===== src/rtl/serial_triple_inc.sv =====
module serial_triple_inc #(
  parameter bit ADD_ONE = 1'b1
) (
  input  logic clk,
  input  logic rst_n,
  input  logic start,
  input  logic x_valid,
  input  logic x,
  output logic y
);

  logic prev_q, cy_q;
  logic prev_use, cy_use, cy_nxt;

  assign prev_use = start ? 1'b0 : prev_q;
  assign cy_use   = start ? ADD_ONE : cy_q;
  assign cy_nxt   = (x & prev_use) | (x & cy_use) | (prev_use & cy_use);
  assign y        = x_valid & (x ^ prev_use ^ cy_use);

  always_ff @(posedge clk or negedge rst_n) begin
    if (!rst_n) begin
      prev_q <= 1'b0;
      cy_q   <= ADD_ONE;
    end else if (x_valid) begin
      prev_q <= x;
      cy_q   <= cy_nxt;
    end else if (start) begin
      prev_q <= 1'b0;
      cy_q   <= ADD_ONE;
    end
  end

endmodule



===== config.mk =====
export PLATFORM = sky130hd
export DESIGN_NAME = serial_triple_inc
export DESIGN_NICKNAME = d
export VERILOG_FILES = /design/src/rtl/serial_triple_inc.sv
export SDC_FILE = /design/constraint.sdc
export NUM_CORES = 1
export LEC_CHECK = 0
export BUFFER_PORTS_ARGS = -buffer_cell sky130_fd_sc_hd__buf_2
export CAP_MARGIN = 20
export CORE_AREA = 2 2 39 41
export DETAILED_ROUTE_END_ITERATION = 10
export DIE_AREA = 0 0 41 43
export SYNTH_ARGS = -nofsm -noshare
export SYNTH_HDL_FRONTEND = slang
export SYNTH_SLANG_ARGS = --single-unit

===== constraint.sdc =====
create_clock -name clk -period 1.3 [get_ports clk]
set_input_delay 0.065 -clock clk [delete_from_list [all_inputs] [get_ports clk]]
set_output_delay 0.065 -clock clk [all_outputs]
set_load 0.005 [all_outputs]

; ---- Word level (Yosys, flattened, before mapping)
; Index checks and enable logic that the tools add are counted.
[word_totals]
output_inout_bits = 1
ff_bits = 2
input_bits = 5
wordCells = 14
[op_classes]
bitwise = 8
mux = 4
[op_table]
columns = cell, count
row1 = AND 1 bit, 4
row2 = two-way mux 1 bit, 4
row3 = OR 1 bit, 2
row4 = XOR 1 bit, 2

; ---- Depth between registers and ports, before layout
; Gate-level depths: netlist of run 1.
[logic_depth]
ltp_word = 5
ltp_mapped = 3
depth_no_buf = 3

; ---- Worst setup path before layout of run 1
; OpenSTA, ideal clock, no wires.
[synth_path]
path_kind = reg2reg
from = register cy_q
to = register cy_q
slack_ps = 66
arrival_ps = 1152
period_less_slack_ps = 1234
setup_time_ps = 82
required_ps = 1218
path_buffers = 0
stages_incl_launch_ff = 4
path_cell_list = dfstp_2 > or2_1 > fa_1 > mux2_2
[synth_between]
elab_chain_len = 5
elab_cells_between_ends = 6
classes_between = 2 x mux / 4 x bitwise
[synth_rtl]
columns = item, line_no
row1 = "start, declared", 12  ; logic prev_q, cy_q;
row2 = "start signal, assigned", 26  ; cy_q <= cy_nxt;
row3 = two-way mux 1 bit *, --
row4 = AND 1 bit, 17  ; assign cy_nxt = (x & prev_use) | (x & cy_use) | (prev_use & cy_use);
row5 = OR 1 bit (2 in series), 17
row6 = two-way mux 1 bit *, 24  ; end else if (x_valid) begin
; Every way passes the cells marked *; elsewhere a longest branch is shown, timed or not.

; ---- Worst setup path after layout of run 1
[layout_path]
from = register cy_q
to = output y
[layout_between]
elab_chain_len = 3
[layout_rtl]
columns = item, line_no
row1 = two-way mux 1 bit, --
row2 = XOR 1 bit, 18  ; assign y = x_valid & (x ^ prev_use ^ cy_use);
row3 = AND 1 bit, 18
row4 = "end, declared", 9  ; output logic y
; No other way between the ends.

==> tab_implementation.tex, run 1 <==
\begin{tabular}{lr}
\hline
Metric & Value \\
\hline
\multicolumn{2}{l}{\textbf{Finish}} \\
\quad Final Util & 14.4\% \\
\quad Commonest non-fill, non-tap cells in the layout & sky130\_fd\_sc\_hd\_\_buf\_2 (5), sky130\_fd\_sc\_hd\_\_clkbuf\_4 (3), sky130\_fd\_sc\_hd\_\_mux2\_2 (2) \\
\quad Commonest non-fill, non-tap cell in the layout & sky130\_fd\_sc\_hd\_\_buf\_2 \\
\quad Fraction of layout cells with a size suffix above 1 & $\sim$72\% \\
\quad ANT cells & 0 \\
\quad Synth-to-layout area growth & 72.8\% \\
\quad Filler instances & 158 \\
\quad Final design area excluding fillers & 199 sq um \\
\quad Net count, final & 25 \\
\multicolumn{2}{l}{\textbf{Placement}} \\
\quad Weighted congestion at the end of routability-driven global placement & 0.514 \\
\quad Count of input and output buffers & 5 \\
\quad Instance area at placement & 160 sq um \\
\multicolumn{2}{l}{\textbf{GRT}} \\
\quad Via count of the first global-routing pass & 89 \\
\quad Initial antenna violation count & 0 \\
\quad Total grt overflow & 0 \\
\quad Maximum number of pins on one net before global-route repair & 4 \\
\quad Global-route wire length before repair & 345 microns \\
\quad Overall track demand over capacity in global routing & 3.61\% \\
\multicolumn{2}{l}{\textbf{Synthesis}} \\
\quad Async S/R FF share, synth & 100\% \\
\quad Count of distinct cell types in the synthesized netlist & 7 \\
\quad Cell type with the largest total area after synthesis & sky130\_fd\_sc\_hd\_\_dfstp\_2 \\
\quad Top cells by area in the synthesized netlist & sky130\_fd\_sc\_hd\_\_dfstp\_2 (23\%), sky130\_fd\_sc\_hd\_\_dfrtp\_1 (22\%), sky130\_fd\_sc\_hd\_\_mux2\_2 (20\%) \\
\quad Synthesized instance count & 8 \\
\quad Yosys warning total & 0 \\
\quad Netlist Area Pre-Place & 115 sq um \\
\quad Number of flops mapped to enable cells by yosys & 0 \\
\quad Most used standard cell by instance count after synthesis & sky130\_fd\_sc\_hd\_\_mux2\_2 \\
\quad Mean instance size in the synthesized netlist & roughly 14 sq um \\
\quad Dominant register cell in the synthesized netlist & sky130\_fd\_sc\_hd\_\_dfstp\_2 \\
\quad Synth top area share & approximately 23\% \\
\quad Net count of the mapped netlist & 14 \\
\quad Sequential fraction of the synthesis area & 44.6\% \\
\quad \#FFs+latches synth & 2 \\
\multicolumn{2}{l}{\textbf{Worst setup path}} \\
\quad Crit path buffers/inverters & 1 \\
\quad Critical-path top delay cell & sky130\_fd\_sc\_hd\_\_fa\_1 \\
\quad Endpoint required time on the critical path & 1.24 ns \\
\quad R2r startpoint & cy\_q \\
\quad Crit-path max FO & 2 \\
\quad Capture point of the worst reg-to-reg path & cy\_q \\
\quad Largest stage delay on the critical path & between 0.4 and 0.5 ns \\
\quad Setup slack on the worst flop-to-flop path & -0.01 ns \\
\quad Stages on the worst setup path & 4 \\
\quad Type of destination of the critical path & primary output \\
\quad CP cell instances & or2\_4, fa\_1, and2\_1, buf\_2 \\
\quad Cell depth of the worst flop-to-flop path & 3 \\
\quad Startpoint type of the worst setup path & register \\
\quad Category of the most critical setup path & register to primary output \\
\quad Data arrival time of the critical path & 1.50 ns \\
\quad Category of cells accounting for the largest share of critical-path delay & adder cells \\
\multicolumn{2}{l}{\textbf{Pwr}} \\
\quad Peak ir drop on the vdd network & 305 uV \\
\quad Part of the total power dissipated in sequential elements & 27.5\% \\
\quad Internal power consumption & 0.207 mW \\
\quad Overall power of the completed layout & 0.263 mW \\
\quad Pwr/cell area & 1320 nW/um\^{}2 \\
\quad Reported leakage power & a little under 0.09 nW \\
\quad Sw Ratio & a little over a fifth \\
\quad Share of power burned in the clock network & 59.1\% \\
\quad Combinational cell fraction of total power & around an eighth \\
\quad Net Switching & 0.0559 mW \\
\multicolumn{2}{l}{\textbf{Floorplanning}} \\
\quad Initial Utilization & just over 8\% \\
\quad Die ar. & 1760 sq um \\
\quad Num rows & 14 \\
\quad Placeable Area & 1380 sq um \\
\quad X dimension of the die & 41 microns \\
\quad Vertical extent of the die & 43 microns \\
\quad Total I/O pin count & 6 \\
\multicolumn{2}{l}{\textbf{Hold path}} \\
\quad Endpoint, Worst Hold & prev\_q \\
\quad Number of stages on the worst hold path & 2 \\
\quad Startpoint of the tightest hold check path & x \\
\quad Hold crit path type & input pin to register \\
\multicolumn{2}{l}{\textbf{Clock tree}} \\
\quad Number of H-tree levels & 1 \\
\quad Clock latency on the worst-skew pair & 0.23 ns \\
\quad Clock tree from TritonCTS & done \\
\quad Setup Buffers After CTS & 0 \\
\quad Num CTS Buffers & 3 \\
\quad Number of sinks on the clock net & 2 \\
\quad Post-CTS clock slew at the launch and capture registers of the worst setup and hold paths & 0.04 ns \\
\quad Maximum buffer depth of the clock tree & 2 \\
\quad Buffer type at the clock tree root & sky130\_fd\_sc\_hd\_\_clkbuf\_4 \\
\multicolumn{2}{l}{\textbf{STA}} \\
\quad Relative slew slack & 95.4\% \\
\quad Worst hold-check slack & 0.115 ns \\
\quad \# setup viols final & 2 \\
\quad PnR worst setup slack & -0.269 ns \\
\quad Shortest clock period the worst path allows after layout & $\sim$1.6 ns \\
\quad Worst-margin pin slew & roughly 0.07 ns \\
\quad Setup Skew & approximately 0.013 ns \\
\quad Highest Clock Rate & between 0.6 and 0.7 GHz \\
\quad Slew Limit Fails & 0 \\
\quad Final period util & 121\% \\
\quad Setup repair after global routing missed its margin & yes \\
\quad Hold violation total from the final report & 0 \\
\multicolumn{2}{l}{\textbf{Drt}} \\
\quad Detail-routed net length per standard cell & 6.56 microns \\
\quad Total detailed-routing wirelength & between 200 and 250 microns \\
\quad Antenna viol nets, final & 0 \\
\quad Via count & 96 \\
\quad Number of iterations in the first detailed-routing pass & 1 \\
\quad Detailed-route vias per instance & 2.82 \\
\quad Count of unresolved DRC violations after routing & 0 \\
\quad DRT iter0 DRCs & 0 \\
\multicolumn{2}{l}{\textbf{Outcome}} \\
\quad Failing checks & setup timing \\
\quad Status & finished, violations left \\
\multicolumn{2}{l}{\textbf{Flow run}} \\
\quad Number of max-cap violations & 0 \\
\hline
\end{tabular}
[repair_timing]
item	4_1_cts	5_1_grt
pin swaps	0	3
setup endpoints to repair	1	2
endpoints found under the hold margin	2	0
hold buffers	1	0
gates resized for setup	0	1
gates cloned	0	0
[cells by family (layout without fill, tap and decap cells)]
logic type	count (synthesis)	count (layout)	share of synthesized area [%]
AND/OR/NAND/NOR	3	3	18.5
adder cells (fa/ha/maj)	1	1	17.4
buffers and inverters	0	10	0
flip-flops	2	2	44.6
multiplexers	2	2	19.6
[through the flow]
stage	worst slack [ns]	instances	setup TNS (ns)
after floorplan	0.0660	8	0
after global placement	-0.0344	29	-0.0344
after detailed placement	-0.0446	29	-0.0446
after CTS	-0.287	34	-0.287
after global routing	-0.316	34	-0.369
final	-0.269	34	-0.282
[metal layers]
metal | wire length [microns] | global-route usage, % | share of wire [%] | up-vias
met5 | 0 | 0 | 0 | -
met4 | 0 | 2.00 | 0 | 0
met3 | 42 | 6.28 | 19 | 0
met2 | 74 | 3.13 | 33 | 6
met1 | 106 | 3.53 | 48 | 44
li1 | - | - | - | 46
[registers in the layout (all words and copies together), names as in the netlist]
| signal | count |
|---|---|
| prev_q | 1 |
| cy_q | 1 |
[power by group through the flow]
stage	Combinational, mW	Clock (mW)	Sequential (mW)
3_3_place_gp	0.0308	0	0.0726
4_1_cts	0.0343	0.166	0.0721
5_1_grt	0.0406	0.169	0.0729
6_report	0.0351	0.156	0.0725
2_1_floorplan	0.0173	0	0.0724
3_5_place_dp	0.0318	0	0.0727
[how the worst max path moves through the flow]
stage	startpoint	to
after floorplan	cy_q	cy_q
after global placement	cy_q	y
after detailed placement	cy_q	y
after CTS	cy_q	y
after global routing	cy_q	y
final	cy_q	y
[final cells by class]
type | instances | area (sq um) | area share (%)
multi-input cells | 6 | 66.3 | 33.3
flip-flops and latches | 2 | 51.3 | 25.8
repair buffers | 6 | 35.0 | 17.6
clock buffers | 4 | 26.3 | 13.2
well taps | 16 | 20.0 | 10.1
(Power assumes the default switching activity.)
==> run 2, diff against run 1 <==
- CTS_BUF_LIST: not set -> sky130_fd_sc_hd__clkbuf_8
- PLACE_DENSITY: not set -> 0.3
==> tab_implementation.tex, run 2 (synthesis results as in run 1) <==
\begin{tabular}{lr}
\hline
Metric & Value \\
\hline
\multicolumn{2}{l}{\textbf{Worst setup path}} \\
\quad Data arrival time of the critical path & 1.48 ns \\
\quad Type of destination of the critical path & primary output \\
\quad Endpoint required time on the critical path & around 1.2 ns \\
\quad Category of the most critical setup path & register to primary output \\
\quad Startpoint type of the worst setup path & register \\
\quad Crit-path max FO & 2 \\
\multicolumn{2}{l}{\textbf{Flow run}} \\
\quad Number of max-cap violations & 0 \\
\multicolumn{2}{l}{\textbf{Drt}} \\
\quad Count of unresolved DRC violations after routing & 0 \\
\quad Total detailed-routing wirelength & 222 microns \\
\quad Detail-routed net length per standard cell & 6.53 microns \\
\quad Detailed-route vias per instance & 2.62 \\
\quad Antenna viol nets, final & 0 \\
\quad Number of iterations in the first detailed-routing pass & 2 \\
\quad Top layer in use & met3 \\
\quad WL met3 & 38 microns \\
\quad Amount of wire on met2 after detailed routing & 64 microns \\
\quad DRT iter0 DRCs & 2 \\
\quad Met1 wire length & about 120 microns \\
\quad Via count & 89 \\
\multicolumn{2}{l}{\textbf{Hold path}} \\
\quad Hold crit path type & input pin to register \\
\multicolumn{2}{l}{\textbf{Clock tree}} \\
\quad Num CTS Buffers & 3 \\
\quad Buffer type at the clock tree root & sky130\_fd\_sc\_hd\_\_clkbuf\_8 \\
\quad Post-CTS clock slew at the launch and capture registers of the worst setup and hold paths & 0.03 ns \\
\quad Number of sinks on the clock net & 2 \\
\quad Setup Buffers After CTS & 0 \\
\quad Number of H-tree levels & 1 \\
\quad Clock tree from TritonCTS & done \\
\quad Maximum buffer depth of the clock tree & 2 \\
\quad Clock latency on the worst-skew pair & roughly 0.21 ns \\
\multicolumn{2}{l}{\textbf{Floorplanning}} \\
\quad Total I/O pin count & 6 \\
\quad Initial Utilization & under 10\% \\
\quad Num rows & 14 \\
\quad Placeable Area & 1380 sq um \\
\quad Die ar. & approximately 1800 sq um \\
\quad Vertical extent of the die & 43 microns \\
\quad X dimension of the die & 41 microns \\
\multicolumn{2}{l}{\textbf{Pwr}} \\
\quad Peak ir drop on the vdd network & 484 uV \\
\quad Pwr/cell area & 1650 nW/um\^{}2 \\
\quad Overall power of the completed layout & 0.359 mW \\
\quad Reported leakage power & 0.101 nW \\
\multicolumn{2}{l}{\textbf{Placement}} \\
\quad Placement Setup Slack & -0.0442 ns \\
\quad Weighted congestion at the end of routability-driven global placement & 0.477 \\
\quad Count of input and output buffers & 5 \\
\quad Instance area at placement & 160 sq um \\
\multicolumn{2}{l}{\textbf{GRT}} \\
\quad Total grt overflow & 0 \\
\quad Overall track demand over capacity in global routing & 3.73\% \\
\quad Via count of the first global-routing pass & 84 \\
\quad Initial antenna violation count & 0 \\
\quad Global-route wire length before repair & 324 microns \\
\quad Maximum number of pins on one net before global-route repair & 4 \\
\multicolumn{2}{l}{\textbf{STA}} \\
\quad PnR worst setup slack & -0.242 ns \\
\quad Hold violation total from the final report & 0 \\
\quad Worst hold-check slack & 0.138 ns \\
\quad Setup Skew & roughly 0.0042 ns \\
\quad Relative slew slack & 95.4\% \\
\quad Slew Limit Fails & 0 \\
\quad \# setup viols final & 1 \\
\quad Setup repair after global routing missed its margin & yes \\
\quad Worst-margin pin slew & 0.0688 ns \\
\quad Final period util & 119\% \\
\quad Shortest clock period the worst path allows after layout & 1.54 ns \\
\quad Highest Clock Rate & 0.649 GHz \\
\multicolumn{2}{l}{\textbf{Finish}} \\
\quad Commonest non-fill, non-tap cells in the layout & sky130\_fd\_sc\_hd\_\_buf\_2 (5), sky130\_fd\_sc\_hd\_\_clkbuf\_8 (3), sky130\_fd\_sc\_hd\_\_mux2\_2 (2) \\
\quad Net count, final & 25 \\
\quad Synth-to-layout area growth & 89.1\% \\
\quad Fraction of layout cells with a size suffix above 1 & 72.2\% \\
\quad Reg area & 51.3 sq um \\
\quad Total area of multi-input combinational cells & 66.3 sq um \\
\quad Filler instances & between 150 and 200 \\
\quad Commonest non-fill, non-tap cell in the layout & sky130\_fd\_sc\_hd\_\_buf\_2 \\
\quad Top Registers & cy\_q: 1 flops, prev\_q: 1 flops \\
\quad Final design area excluding fillers & roughly 220 sq um \\
\quad ANT cells & 0 \\
\multicolumn{2}{l}{\textbf{Outcome}} \\
\quad Failing checks & setup timing \\
\quad Status & finished, violations left \\
\hline
\end{tabular}
-- run 2: what timing repair did --
item	4_1_cts	5_1_grt
hold endpoints to repair	2	0
pin swaps	3	3
gates resized for setup	1	0
endpoints found under the setup margin	1	2
hold buffers	1	0
-- run 2: worst max-delay path, cell delays in order, from the launching register on --
cell                      delay (ns)
sky130_fd_sc_hd__dfstp_2        0.50
sky130_fd_sc_hd__or2_4          0.11
sky130_fd_sc_hd__fa_1           0.39
sky130_fd_sc_hd__and2_1         0.15
sky130_fd_sc_hd__buf_2          0.12
-- run 2: final cells by class --
| class | count | share of cell area, % |
|---|---|---|
| flip-flops and latches | 2 | 23.6 |
| clock buffers | 3 | 19.0 |
| multi-input cells | 6 | 30.5 |
| clock inverters | 1 | 1.72 |
| repair buffers | 6 | 16.1 |
| well taps | 16 | 9.20 |
-- run 2: layer usage --
metal / up-vias / track usage [%]
met5: - / 0
met4: 0 / 6.00
met3: 0 / 4.71
met2: 6 / 2.19
met1: 38 / 3.90
li1: 45 / -
-- run 2: path summary, 6_finish.rpt --
| check | from | endpoint | slack (ns) | depth (start not counted) |
|---|---|---|---|---|
| max | cy_q | y | -0.24 | 4 |
| min | x | prev_q | 0.14 | 2 |
| max reg2reg | prev_q | cy_q | 0.02 | 3 |
| min reg2reg | prev_q | prev_q | 0.66 | 2 |
| max in group asynchronous | rst_n | cy_q | 0.95 | 2 |
| min in group asynchronous | rst_n | prev_q | 0.16 | 2 |
-- run 2: power by group --
part	internal, mW	total, mW	switching [mW]
sequential	0.0712	0.0729	0.00168
clock	0.200	0.251	0.0508
combinational	0.0220	0.0351	0.0130
-- run 2: per-stage QoR --
step / std cells / utilization, % / setup TNS (ns)
finish: 34 / 15.7 / -0.242
CTS: 34 / 15.7 / -0.282
detailed placement: 29 / 11.6 / -0.0442
global route: 34 / 15.7 / -0.299
global placement: 29 / 11.6 / -0.0328
floorplan: 8 / - / 0
==> run 3, diff against run 2 <==
- BUFFER_PORTS_ARGS: -buffer_cell sky130_fd_sc_hd__buf_2 -> not set
- CAP_MARGIN: 20 -> 40
- DONT_BUFFER_PORTS: not set -> 1
==> tab_implementation.tex, run 3 (synthesis results as in run 1) <==
\begin{tabular}{lr}
\hline
Metric & Value \\
\hline
\multicolumn{2}{l}{\textbf{Outcome}} \\
\quad Status & finished, violations left \\
\quad Failing checks & setup timing \\
\multicolumn{2}{l}{\textbf{Drt}} \\
\quad Detailed-route vias per instance & $\sim$2.7 \\
\quad Number of iterations in the first detailed-routing pass & 1 \\
\quad Via count & 78 \\
\quad Total detailed-routing wirelength & 224 microns \\
\quad Detail-routed net length per standard cell & 7.72 microns \\
\quad Antenna viol nets, final & 0 \\
\quad DRT iter0 DRCs & 0 \\
\quad Count of unresolved DRC violations after routing & 0 \\
\multicolumn{2}{l}{\textbf{GRT}} \\
\quad Global-route wire length before repair & $\sim$340 microns \\
\quad Initial antenna violation count & 0 \\
\quad Via count of the first global-routing pass & 84 \\
\quad Total grt overflow & 0 \\
\quad Maximum number of pins on one net before global-route repair & 4 \\
\quad Overall track demand over capacity in global routing & $\sim$4.0\% \\
\multicolumn{2}{l}{\textbf{STA}} \\
\quad Final period util & 112\% \\
\quad Setup Skew & 0.00653 ns \\
\quad Setup repair after global routing missed its margin & yes \\
\quad Shortest clock period the worst path allows after layout & between 1 and 1.5 ns \\
\quad \# setup viols final & 1 \\
\quad Relative slew slack & between 90\% and 100\% \\
\quad Hold violation total from the final report & 0 \\
\quad Slew Limit Fails & 0 \\
\quad PnR worst setup slack & -0.158 ns \\
\quad Summed negative setup slack over all endpoints & -0.158 ns \\
\quad Worst-margin pin slew & $\sim$0.1 ns \\
\quad Highest Clock Rate & 0.686 GHz \\
\multicolumn{2}{l}{\textbf{Worst setup path}} \\
\quad Data arrival time of the critical path & roughly 1.4 ns \\
\quad Largest stage delay on the critical path & 0.49 ns \\
\quad Type of destination of the critical path & primary output \\
\quad Category of the most critical setup path & register to primary output \\
\quad Crit-path max FO & 2 \\
\quad Category of cells accounting for the largest share of critical-path delay & adder cells \\
\quad Crit path buffers/inverters & 0 \\
\quad Endpoint required time on the critical path & 1.24 ns \\
\quad Critical-path top delay cell & sky130\_fd\_sc\_hd\_\_fa\_1 \\
\quad CP cell instances & and2b\_2, fa\_1, and2\_1 \\
\quad Startpoint type of the worst setup path & register \\
\multicolumn{2}{l}{\textbf{Clock tree}} \\
\quad Clock tree from TritonCTS & done \\
\quad Post\_cts resized & 0 \\
\quad Clock latency on the worst-skew pair & 0.21 ns \\
\quad Num CTS Buffers & 3 \\
\quad Number of sinks on the clock net & 2 \\
\quad Maximum buffer depth of the clock tree & 2 \\
\quad Buffer type at the clock tree root & sky130\_fd\_sc\_hd\_\_clkbuf\_8 \\
\quad Number of H-tree levels & 1 \\
\quad Post-CTS clock slew at the launch and capture registers of the worst setup and hold paths & roughly 0.030 ns \\
\multicolumn{2}{l}{\textbf{Floorplanning}} \\
\quad Vertical extent of the die & 43 microns \\
\quad Die ar. & 1760 sq um \\
\quad Initial Utilization & 8.32\% \\
\quad Placeable Area & 1380 sq um \\
\quad Num rows & 14 \\
\quad X dimension of the die & 41 microns \\
\quad Total I/O pin count & 6 \\
\multicolumn{2}{l}{\textbf{Placement}} \\
\quad Instance area at placement & about 140 sq um \\
\quad Count of input and output buffers & 0 \\
\quad Weighted congestion at the end of routability-driven global placement & 0.468 \\
\multicolumn{2}{l}{\textbf{Finish}} \\
\quad Commonest non-fill, non-tap cell in the layout & sky130\_fd\_sc\_hd\_\_clkbuf\_8 \\
\quad Net count, final & 20 \\
\quad Top Registers & cy\_q: 1 flops, prev\_q: 1 flops \\
\quad Synth-to-layout area growth & 65.2\% \\
\quad Fraction of layout cells with a size suffix above 1 & approximately 54\% \\
\quad Commonest non-fill, non-tap cells in the layout & sky130\_fd\_sc\_hd\_\_clkbuf\_8 (3), sky130\_fd\_sc\_hd\_\_mux2\_2 (2) \\
\quad Final design area excluding fillers & $\sim$190 sq um \\
\quad ANT cells & 0 \\
\multicolumn{2}{l}{\textbf{Pwr}} \\
\quad Pwr/cell area & about 1800 nW/um\^{}2 \\
\quad Reported leakage power & 0.0787 nW \\
\quad Peak ir drop on the vdd network & between 300 and 400 uV \\
\quad Overall power of the completed layout & 0.350 mW \\
\multicolumn{2}{l}{\textbf{Hold path}} \\
\quad Hold crit path type & input pin to register \\
\multicolumn{2}{l}{\textbf{Flow run}} \\
\quad Number of max-cap violations & 0 \\
\hline
\end{tabular}
==> run 3: final timing paths <==
check | start | end | slack (ns) | depth (start not counted)
worst max-delay path | prev_q | y | -0.16 | 3
worst min-delay path | x | prev_q | 0.02 | 1
worst max register to register | prev_q | cy_q | 0.02 | 3
worst min register to register | prev_q | prev_q | 0.65 | 2
max in group asynchronous | rst_n | cy_q | 1.01 | 1
min in group asynchronous | rst_n | prev_q | 0.08 | 1
==> run 3: worst register-to-register path: stages, from the launching register on <==
cell and delay, ns:
sky130_fd_sc_hd__dfrtp_1 0.35, sky130_fd_sc_hd__and2b_2 0.20, sky130_fd_sc_hd__fa_1 0.37, sky130_fd_sc_hd__mux2_2 0.27
==> run 3: final cells by class <==
| type | instances | area [sq um] |
|---|---|---|
| fillers | 150 | 1190 |
| multi-input cells | 6 | 63.8 |
| flip-flops and latches | 2 | 51.3 |
| clock buffers | 3 | 41.3 |
| well taps | 16 | 20.0 |
| repair buffers | 1 | 10.0 |
| clock inverters | 1 | 3.75 |
==> run 3: through the flow <==
step / cells / worst slack (ns) / util, % / hold slack, ns
after floorplan: 8 / 0.0660 / - / -0.231
after global placement: 24 / 0.0447 / 9.76 / -0.231
after detailed placement: 24 / 0.0200 / 9.76 / -0.230
after CTS: 29 / -0.176 / 13.7 / 0.0164
after global routing: 29 / -0.214 / 13.7 / 0.0116
final: 29 / -0.158 / 13.7 / 0.0157
==> run 3: per-layer routing <==
metal  GRT usage, %  share of wire, %  wire length (microns)  up-vias
met2           2.50                36                     80        7
met4           4.00                 0                      0        0
met5              0                 0                      0        -
met1           3.56                44                     99       36
li1               -                 -                      -       35
met3           7.85                19                     43        0
==> run 3: repair_timing <==
action / in CTS / in global routing
hold buffers: 1 / 0
endpoints found under the hold margin: 2 / 0
gates cloned: 0 / 0
endpoints found under the setup margin: 1 / 2
buffers inserted: 0 / 0
==> run 3: power breakdown <==
| group | internal, mW | switching (mW) |
|---|---|---|
| Clock | 0.200 | 0.0551 |
| Combinational | 0.0139 | 0.00877 |
| Sequential | 0.0711 | 0.00101 |
| Total | 0.285 | 0.0648 |
